### src/rtl/clkdiv_pkg.sv
package clkdiv_pkg;

  typedef enum logic {
    MODE_DIRECT   = 1'b0,
    MODE_BALANCED = 1'b1
  } divMode_e;

  // strobes from control to datapath
  typedef struct packed {
    logic run;          // an active ratio >= 2 is loaded
    logic wrap;         // counter is at its terminal state this cycle
    logic toggleStage;  // level is driven by the half-rate toggle
  } divStrobe_t;

endpackage

### src/rtl/clkdiv_tap_select.sv
module clkdiv_tap_select #(
  parameter int W = 8
) (
  input  logic [W-1:0]         ratio,
  input  logic                 balanced,
  output logic [$clog2(W)-1:0] tapIdx
);
  localparam int IW = $clog2(W);
  localparam int SW = W + 3;

  logic [W-1:0]  bitOk;
  logic [SW-1:0] dev [W];
  logic [SW-1:0] ext;
  logic [W-1:0]  ratioM1;

  assign ext     = SW'(ratio);
  assign ratioM1 = ratio - W'(1);

  // one candidate per count bit: single high run and its imbalance
  generate
    for (genvar b = 0; b < W; b++) begin : g_cand
      localparam logic [SW-1:0] LO = SW'(1) << b;
      logic [SW-1:0] topEnd;
      logic [SW-1:0] hiCnt;
      logic [SW-1:0] twoHi;
      assign topEnd   = (ext < (LO << 1)) ? ext : (LO << 1);
      assign hiCnt    = topEnd - LO;
      assign twoHi    = hiCnt << 1;
      assign bitOk[b] = (ext > LO) && (ext <= (LO + (LO << 1)));
      assign dev[b]   = (ext >= twoHi) ? (ext - twoHi) : (twoHi - ext);
    end
  endgenerate

  logic [IW-1:0] bestIdx;
  logic [SW-1:0] bestDev;
  logic          found;
  logic [IW-1:0] msbIdx;

  always_comb begin
    bestIdx = '0;
    bestDev = '1;
    found   = 1'b0;
    for (int i = 0; i < W; i++) begin
      if (bitOk[i] && (!found || dev[i] < bestDev)) begin
        found   = 1'b1;
        bestDev = dev[i];
        bestIdx = IW'(i);
      end
    end
  end

  always_comb begin
    msbIdx = '0;
    for (int i = 0; i < W; i++) begin
      if (ratioM1[i]) msbIdx = IW'(i);
    end
  end

  assign tapIdx = balanced ? bestIdx : msbIdx;

endmodule

### src/rtl/clkdiv_ctrl.sv
module clkdiv_ctrl
  import clkdiv_pkg::*;
#(
  parameter int W = 8
) (
  input  logic                 clk,
  input  logic                 rst,
  input  logic [W-1:0]         divRatio,
  input  logic                 modeSel,
  input  logic [W-1:0]         count,
  input  logic                 divClk,
  output divStrobe_t           strobe,
  output logic [$clog2(W)-1:0] tapIdx
);
  localparam int IW = $clog2(W);

  logic          cfgRun;
  logic          cfgToggle;
  logic [W-1:0]  cfgTerm;
  logic [IW-1:0] cfgTap;

  logic          nRun;
  logic          nToggle;
  logic [W-1:0]  nTerm;
  logic [IW-1:0] nTap;
  logic          wantBalanced;
  logic          wrapNow;
  logic          reload;

  assign wantBalanced = (divMode_e'(modeSel) == MODE_BALANCED);
  assign nRun    = (divRatio >= W'(2));
  assign nToggle = wantBalanced && !divRatio[0];
  assign nTerm   = nToggle ? ((divRatio >> 1) - W'(1)) : (divRatio - W'(1));

  clkdiv_tap_select #(.W(W)) u_tap (
    .ratio    (divRatio),
    .balanced (wantBalanced),
    .tapIdx   (nTap)
  );

  // a period ends at the wrap; with the toggle stage only at the wrap
  // that brings the level back low
  assign wrapNow = cfgRun && (count == cfgTerm);
  assign reload  = !cfgRun || (wrapNow && (!cfgToggle || divClk));

  always_ff @(posedge clk) begin
    if (rst) begin
      cfgRun    <= 1'b0;
      cfgToggle <= 1'b0;
      cfgTerm   <= '0;
      cfgTap    <= '0;
    end else if (reload) begin
      cfgRun    <= nRun;
      cfgToggle <= nToggle;
      cfgTerm   <= nTerm;
      cfgTap    <= nTap;
    end
  end

  assign strobe.run         = cfgRun;
  assign strobe.wrap        = wrapNow;
  assign strobe.toggleStage = cfgToggle;
  assign tapIdx             = cfgTap;

endmodule

### src/rtl/clkdiv_datapath.sv
module clkdiv_datapath
  import clkdiv_pkg::*;
#(
  parameter int W = 8
) (
  input  logic                 clk,
  input  logic                 rst,
  input  divStrobe_t           strobe,
  input  logic [$clog2(W)-1:0] tapIdx,
  output logic [W-1:0]         count,
  output logic                 divClk,
  output logic                 riseTick
);
  logic [W-1:0] stepCount;
  logic         nextLevel;

  assign stepCount = strobe.wrap ? '0 : (count + W'(1));
  assign nextLevel = strobe.toggleStage ? (divClk ^ strobe.wrap)
                                        : stepCount[tapIdx];

  always_ff @(posedge clk) begin
    if (rst) begin
      count    <= '0;
      divClk   <= 1'b0;
      riseTick <= 1'b0;
    end else if (!strobe.run) begin
      count    <= '0;
      divClk   <= 1'b0;
      riseTick <= 1'b0;
    end else begin
      count    <= stepCount;
      divClk   <= nextLevel;
      riseTick <= nextLevel && !divClk;
    end
  end

endmodule

### src/rtl/clk_enable_divider.sv
module clk_enable_divider
  import clkdiv_pkg::*;
#(
  parameter int W = 8
) (
  input  logic         clk,
  input  logic         rst,
  input  logic [W-1:0] divRatio,
  input  logic         balancedMode,
  output logic         divClk,
  output logic         riseTick,
  output logic [W-1:0] count
);
  localparam int IW = $clog2(W);

  divStrobe_t    strobe;
  logic [IW-1:0] tapIdx;

  clkdiv_ctrl #(.W(W)) u_ctrl (
    .clk      (clk),
    .rst      (rst),
    .divRatio (divRatio),
    .modeSel  (balancedMode),
    .count    (count),
    .divClk   (divClk),
    .strobe   (strobe),
    .tapIdx   (tapIdx)
  );

  clkdiv_datapath #(.W(W)) u_dp (
    .clk      (clk),
    .rst      (rst),
    .strobe   (strobe),
    .tapIdx   (tapIdx),
    .count    (count),
    .divClk   (divClk),
    .riseTick (riseTick)
  );

endmodule

### config.mk
export PLATFORM = sky130hd
export DESIGN_NAME = clk_enable_divider
export DESIGN_NICKNAME = d
export VERILOG_FILES = /design/src/rtl/clkdiv_pkg.sv /design/src/rtl/clkdiv_tap_select.sv /design/src/rtl/clkdiv_ctrl.sv /design/src/rtl/clkdiv_datapath.sv /design/src/rtl/clk_enable_divider.sv
export SDC_FILE = /design/constraint.sdc
export NUM_CORES = 1
export LEC_CHECK = 0
export ABC_CLOCK_PERIOD_IN_PS = 40500
export BUFFER_PORTS_ARGS = -buffer_cell sky130_fd_sc_hd__buf_2
export CORE_MARGIN = 1.5
export CORE_UTILIZATION = 35
export CTS_BUF_LIST = sky130_fd_sc_hd__clkbuf_8 sky130_fd_sc_hd__clkbuf_16
export CTS_CLUSTER_SIZE = 12
export DETAILED_ROUTE_END_ITERATION = 8
export PLACE_DENSITY = 0.59
export SYNTH_ARGS = -nofsm -noshare
export SYNTH_HDL_FRONTEND = slang
export SYNTH_SLANG_ARGS = --single-unit
### constraint.sdc
create_clock -name clk -period 40.5 [get_ports clk]
set_input_delay 2.025 -clock clk [delete_from_list [all_inputs] [get_ports clk]]
set_output_delay 2.025 -clock clk [all_outputs]
set_load 0.02 [all_outputs]
==> flow_metrics.tcl, run 1 <==
set metrics [dict create \
    status "finished, final reports clean" \
    synth_flop_cell "dfxtp_1" \
    nFillCells 3355 \
    clk_pin_slew_ns 0.06 \
    multiInputGateArea_sq_um 10100 \
    grt_pass1_vias 11200 \
    hold_path_class "flip-flop to flip-flop" \
    grt_usage_pct 24.1 \
    worstSetupPathType "primary input to flip-flop" \
    report.final.hold_viol_count 0 \
    ctsResizeCount 0 \
    p_int_uw 109 \
    core_area_sq_um 31700 \
    max_clock_freq_ghz 0.0465 \
    ys_ff_latch 23 \
    ys_warn_count 0 \
    startpoint "divRatio[5]" \
    r2r-start "u_dp.count[0]$_SDFF_PP0_" \
    cpLargestDelayFamily "compound AO/OA/AOI/OAI gates" \
    dr.pass1.iters 7 \
    postCtsSetupRepairBufs 0 \
    n_antenna_cell 0 \
    switching_share_pct 53.3 \
    worst-path-max-fanout 32 \
    numCtsBuffers 3 \
    clkLatencyLatePin_ns 0.25 \
    cpPeakStageDelay_ns 0.84 \
    antenna_left 0 \
    holdPathStages 2 \
    grt_max_degree 41 \
    io_buffers 20 \
    final_nets 1782 \
    synth_fp_nets 1805 \
    dp_hpwl_microns 31700 \
    synth-edff-count 0 \
    cpMostUsedCell "ha_1" \
    areaGrowthSynthToFinish_pct 4.69 \
    cellLeakagePower_uw 0.00550 \
    wirelength_microns 40900 \
    rrSetupSlack_ns 37.98 \
    critPathLaunchType "primary input" \
    htree_num_levels 1 \
    cts_root_buf "clkbuf_16" \
    via_per_inst 6.07 \
    hold_ws_ns 0.465 \
    layout_commonest_cell "ha_1" \
    synthDistinctLibCells 101 \
    die_x_microns 183 \
    cts_tree "yes" \
    final-setup-viol-count 0 \
    final_cell_mix "206 x ha_1, 137 x nand2_1, 135 x a21oi_1" \
    slew_viol_final 0 \
    row_count 65 \
    cap_violations 0 \
    drcViolationCount 0 \
    syn_area_sq_um 11300 \
    initial_utilization_pct 35.7 \
    end_kind "flip-flop" \
    reg2reg_depth 9 \
    gp_congestion 0.993 \
    drive_gt1_share_pct 6.82 \
    post-route-period-util_pct 53.1 \
    rsz0062_at_grt "false" \
    arrival_ns 21.62 \
    ios 21 \
    min_delay_worst_endpoint "u_ctrl.cfgTerm[7]$_SDFFE_PP0P_" \
    power.density_nw_per_um2 19.7 \
    fin_crit_ns 21.50 \
    die_h_microns 183 \
    drt_iter0_drc 1054 \
    synthArstFlopShare_pct 0 \
    yosysSeqAreaShare_pct 4.07 \
    hp-start "u_ctrl.cfgTerm[7]$_SDFFE_PP0P_" \
    combPwrFrac_pct 80.1 \
    clock_power_share_pct 8.9 \
    grt-ovfl-total 0 \
    clockBufferDepth 2 \
    ctsHoldBuffers 0 \
    syn_avg_cell_area_sq_um 7.17 \
    vias 11900 \
    die-area_sq_um 33400 \
    ir_drop_uv 11.6 \
    crit_required_ns 40.62 \
    fin_skew_ns 0.00561 \
    seq_power_share_pct 11.0 \
    p_switching_uw 124 \
    antenna_found_initial 1 \
    worstMarginPinSlew_ns 1.10 \
    cpMaxStageDelayCell "a21oi_1" \
    synth_cells 1578 \
    clock-sinks 23 \
    slew_headroom_pct 26.5 \
    avgRoutedWirePerCell_microns 20.9 \
    critPathBufInv 8 \
    grt_pass1_wl_microns 63500 \
    setup_tns_ns 0 \
    r2r_end "u_ctrl.tapIdx[2]$_SDFFE_PP0P_" \
    seqCellArea_sq_um 460 \
]
==> kinds of logic (layout without fill, tap and decap cells) <==
family                     count (synthesis)  after routing  share of synthesized area [%]
AOI/OAI and AO/OA                        541            541                           33.0
xor gates and xnor gates                  82             82                           6.42
adders and majority gates                216            216                           24.6
buffers and inverters                    180            156                           6.41
DFF                                       23             23                           4.07
muxes                                     38             38                           3.53
and+or+nand+nor                          498            498                           22.0
==> stage by stage <==
step                      total power, uW  worst slack [ns]  cells  cell area, sq um  utilization (%)
final                                 233             19.00   1956             11800             37.3
after global routing                  254             17.64   1956             11800             37.3
after CTS                             230             19.49   1956             11800             37.3
after detailed placement              208             19.28   1952             11800             37.1
after global placement                207             19.69   1952             11800             37.1
after floorplan                       159             23.66   1578             11300                -
==> metal layers <==
| metal | up-vias | GRT usage, % | wire length (microns) |
|---|---|---|---|
| met5 | - | 0 | 9 |
| met4 | 2 | 6.12 | 1200 |
| met3 | 80 | 3.20 | 3280 |
| met2 | 495 | 38.9 | 17700 |
| met1 | 5565 | 33.6 | 18700 |
| li1 | 5728 | - | - |
==> Yosys cell counts (9+ instances only) <==
master	number	area (sq um)
a211oi_1	27	203
a21boi_0	11	82.6
a21o_1	42	315
a21oi_1	135	676
a31oi_1	19	119
and2_1	20	125
and3_1	18	113
buf_2	22	110
clkbuf_1	39	146
dfxtp_1	23	460
fa_1	10	200
ha_1	206	2580
inv_1	107	402
mux2i_1	32	320
nand2_1	137	514
nand2b_1	35	219
nand3_1	40	200
nand4_1	9	56.3
nor2_1	125	469
nor2b_1	20	125
nor3_1	23	115
o211ai_1	18	135
o21a_1	28	210
o21ai_0	90	450
o21bai_1	16	120
o31ai_1	9	67.6
or2_2	12	75.1
or3_1	9	56.3
xnor2_1	55	482
xor2_1	26	228
==> final cells by class <==
type,instances,area share [%]
clock buffers,3,0.634
repair buffers,40,2.11
flip-flops and latches,23,3.89
multi-input cells,1375,85.5
well taps,402,4.25
clock inverters,1,0.0317
inverters,112,3.57
==> how the worst max path moves through the flow <==
stage,end,depth (start not counted)
after floorplan,u_ctrl.tapIdx[1]$_SDFFE_PP0P_,83
after detailed placement,u_ctrl.tapIdx[0]$_SDFFE_PP0P_,75
after global routing,u_ctrl.tapIdx[2]$_SDFFE_PP0P_,78
after global placement,u_ctrl.tapIdx[1]$_SDFFE_PP0P_,76
final,u_ctrl.tapIdx[0]$_SDFFE_PP0P_,75
after CTS,u_ctrl.tapIdx[0]$_SDFFE_PP0P_,77
==> power groups by stage <==
| stage | Clock, uW | Sequential (uW) | Combinational (uW) |
|---|---|---|---|
| final | 20.7 | 25.6 | 186 |
| after detailed placement | 0 | 26.2 | 182 |
| after floorplan | 0 | 26.2 | 133 |
| after CTS | 21.2 | 25.6 | 183 |
| after global placement | 0 | 26.1 | 181 |
| after global routing | 22.2 | 25.8 | 206 |
==> flip-flops by register name (all words and copies together), names as in the netlist <==
signal / flops
u_ctrl.cfgRun: 1
u_ctrl.cfgToggle: 1
u_dp.riseTick: 1
u_dp.count: 8
u_ctrl.cfgTerm: 8
u_ctrl.tapIdx: 3
u_dp.divClk: 1
==> tightest hold or removal path, delay by kind of cell (launching register included) <==
family / cells / cell delay [ns]
and+or+nand+nor: 1 / 0.05
AOI/OAI and AO/OA: 1 / 0.05
DFF: 1 / 0.31
(Power assumes the default switching activity.)
==> run 2, diff against run 1 <==
ABC_CLOCK_PERIOD_IN_PS = 21200   (was 40500)
clock period = 21.2 ns   (was 40.5 ns; I/O delays follow)
==> flow_metrics.tcl, run 2 (same netlist as run 1, synthesis figures left out) <==
set metrics [dict create \
    status "finished, final reports clean" \
    drcViolationCount 0 \
    worst-path-max-fanout 22 \
    power.density_nw_per_um2 37.6 \
    worstMarginPinSlew_ns 1.18 \
    dr.pass1.iters 7 \
    gp_congestion 0.995 \
    die-area_sq_um 33400 \
    slew_viol_final 0 \
    final_nets 1780 \
    ir_drop_uv 24.7 \
    wirelength_microns 41300 \
    vias 12100 \
    dp_hpwl_microns 32100 \
    initial_utilization_pct 35.7 \
    drive_gt1_share_pct 6.70 \
    max_clock_freq_ghz 0.0504 \
    arrival_ns 19.98 \
    clk_pin_slew_ns 0.06 \
    grt_pass1_wl_microns 64500 \
    final-setup-viol-count 0 \
    grt_pass1_vias 11400 \
    cts_tree "yes" \
    rsz0062_at_grt "false" \
    htree_num_levels 1 \
    setup_tns_ns 0 \
    fin_crit_ns 19.85 \
    hold_path_class "flip-flop to flip-flop" \
    critPathLaunchType "primary input" \
    die_h_microns 183 \
    ctsResizeCount 0 \
    critPathBufInv 8 \
    clockBufferDepth 2 \
    nFillCells 3362 \
    cts_root_buf "clkbuf_16" \
    report.final.hold_viol_count 0 \
    grt_max_degree 40 \
    grt-ovfl-total 0 \
    core_area_sq_um 31700 \
    cpMaxStageDelayCell "a21oi_1" \
    cellLeakagePower_uw 0.00549 \
    row_count 65 \
    fin_total_pwr_uw 445 \
    clkLatencyLatePin_ns 0.25 \
    drt_iter0_drc 1310 \
    cap_violations 0 \
    io_buffers 20 \
    cpLargestDelayFamily "compound AO/OA/AOI/OAI gates" \
    grt_usage_pct 24.4 \
    ios 21 \
    avgRoutedWirePerCell_microns 21.2 \
    clock-sinks 23 \
    final_cell_mix "206 x ha_1, 137 x nand2_1, 135 x a21oi_1" \
    areaGrowthSynthToFinish_pct 4.56 \
    ctsHoldBuffers 0 \
    cpMostUsedCell "ha_1" \
    die_x_microns 183 \
    antenna_found_initial 1 \
    layout_commonest_cell "ha_1" \
    crit_required_ns 21.33 \
    n_antenna_cell 0 \
    worstSetupPathType "primary input to flip-flop" \
    post-route-period-util_pct 93.6 \
    numCtsBuffers 3 \
    antenna_left 0 \
    postCtsSetupRepairBufs 0 \
    rrSetupSlack_ns 18.68 \
    fin_skew_ns 0.00523 \
    end_kind "flip-flop" \
    slew_headroom_pct 21.2 \
    cpPeakStageDelay_ns 0.90 \
    via_per_inst 6.18 \
]
run 2: cell types whose count changed in the layout (fill, tap and decap cells not counted):
cell / previous run / this run
buf_4: 20 / 18
run 2: worst paths after layout:
kind              depth (start not counted)                startpoint                             to
hold / removal                            1    u_dp.divClk$_SDFF_PP0_       u_dp.riseTick$_SDFF_PP0_
setup / recovery                         77               divRatio[2]  u_ctrl.tapIdx[2]$_SDFFE_PP0P_
setup reg to reg                          9  u_dp.count[2]$_SDFF_PP0_  u_ctrl.tapIdx[2]$_SDFFE_PP0P_
hold reg to reg                           1    u_dp.divClk$_SDFF_PP0_       u_dp.riseTick$_SDFF_PP0_
run 2: report_power, final:
part / internal (uW) / switching (uW) / total, uW
clock network: 25.1 / 14.4 / 39.6
logic: 136 / 220 / 356
registers: 46.3 / 2.59 / 48.9
total: 208 / 237 / 445
run 2: per-layer routing:
layer	GRT usage [%]	vias up	wire length, microns
met5	0	-	13
met4	6.91	2	1260
met3	3.06	98	3510
met2	39.8	570	18100
met1	33.7	5697	18500
li1	-	5718	-
run 2: layout make-up:
cell class | instances | area, sq um | share of cell area [%]
Clock buffer | 3 | 75.1 | 0.635
Inverter | 112 | 423 | 3.58
Tap cell | 402 | 503 | 4.25
Multi-Input combinational cell | 1375 | 10100 | 85.6
Timing Repair Buffer | 38 | 235 | 1.99
Sequential cell | 23 | 460 | 3.89
Clock inverter | 1 | 3.75 | 0.0317
run 2: metrics by stage:
stage                     util (%)  setup slack, ns  area [sq um]  instances  hold slack [ns]
after floorplan                  -             5.32         11300       1578            0.437
after global placement        37.0             1.67         11700       1950            0.438
after detailed placement      37.0             1.52         11700       1950            0.448
after CTS                     37.3             1.76         11800       1954            0.460
after global routing          37.3            0.191         11800       1954            0.494
final                         37.3             1.35         11800       1954            0.453
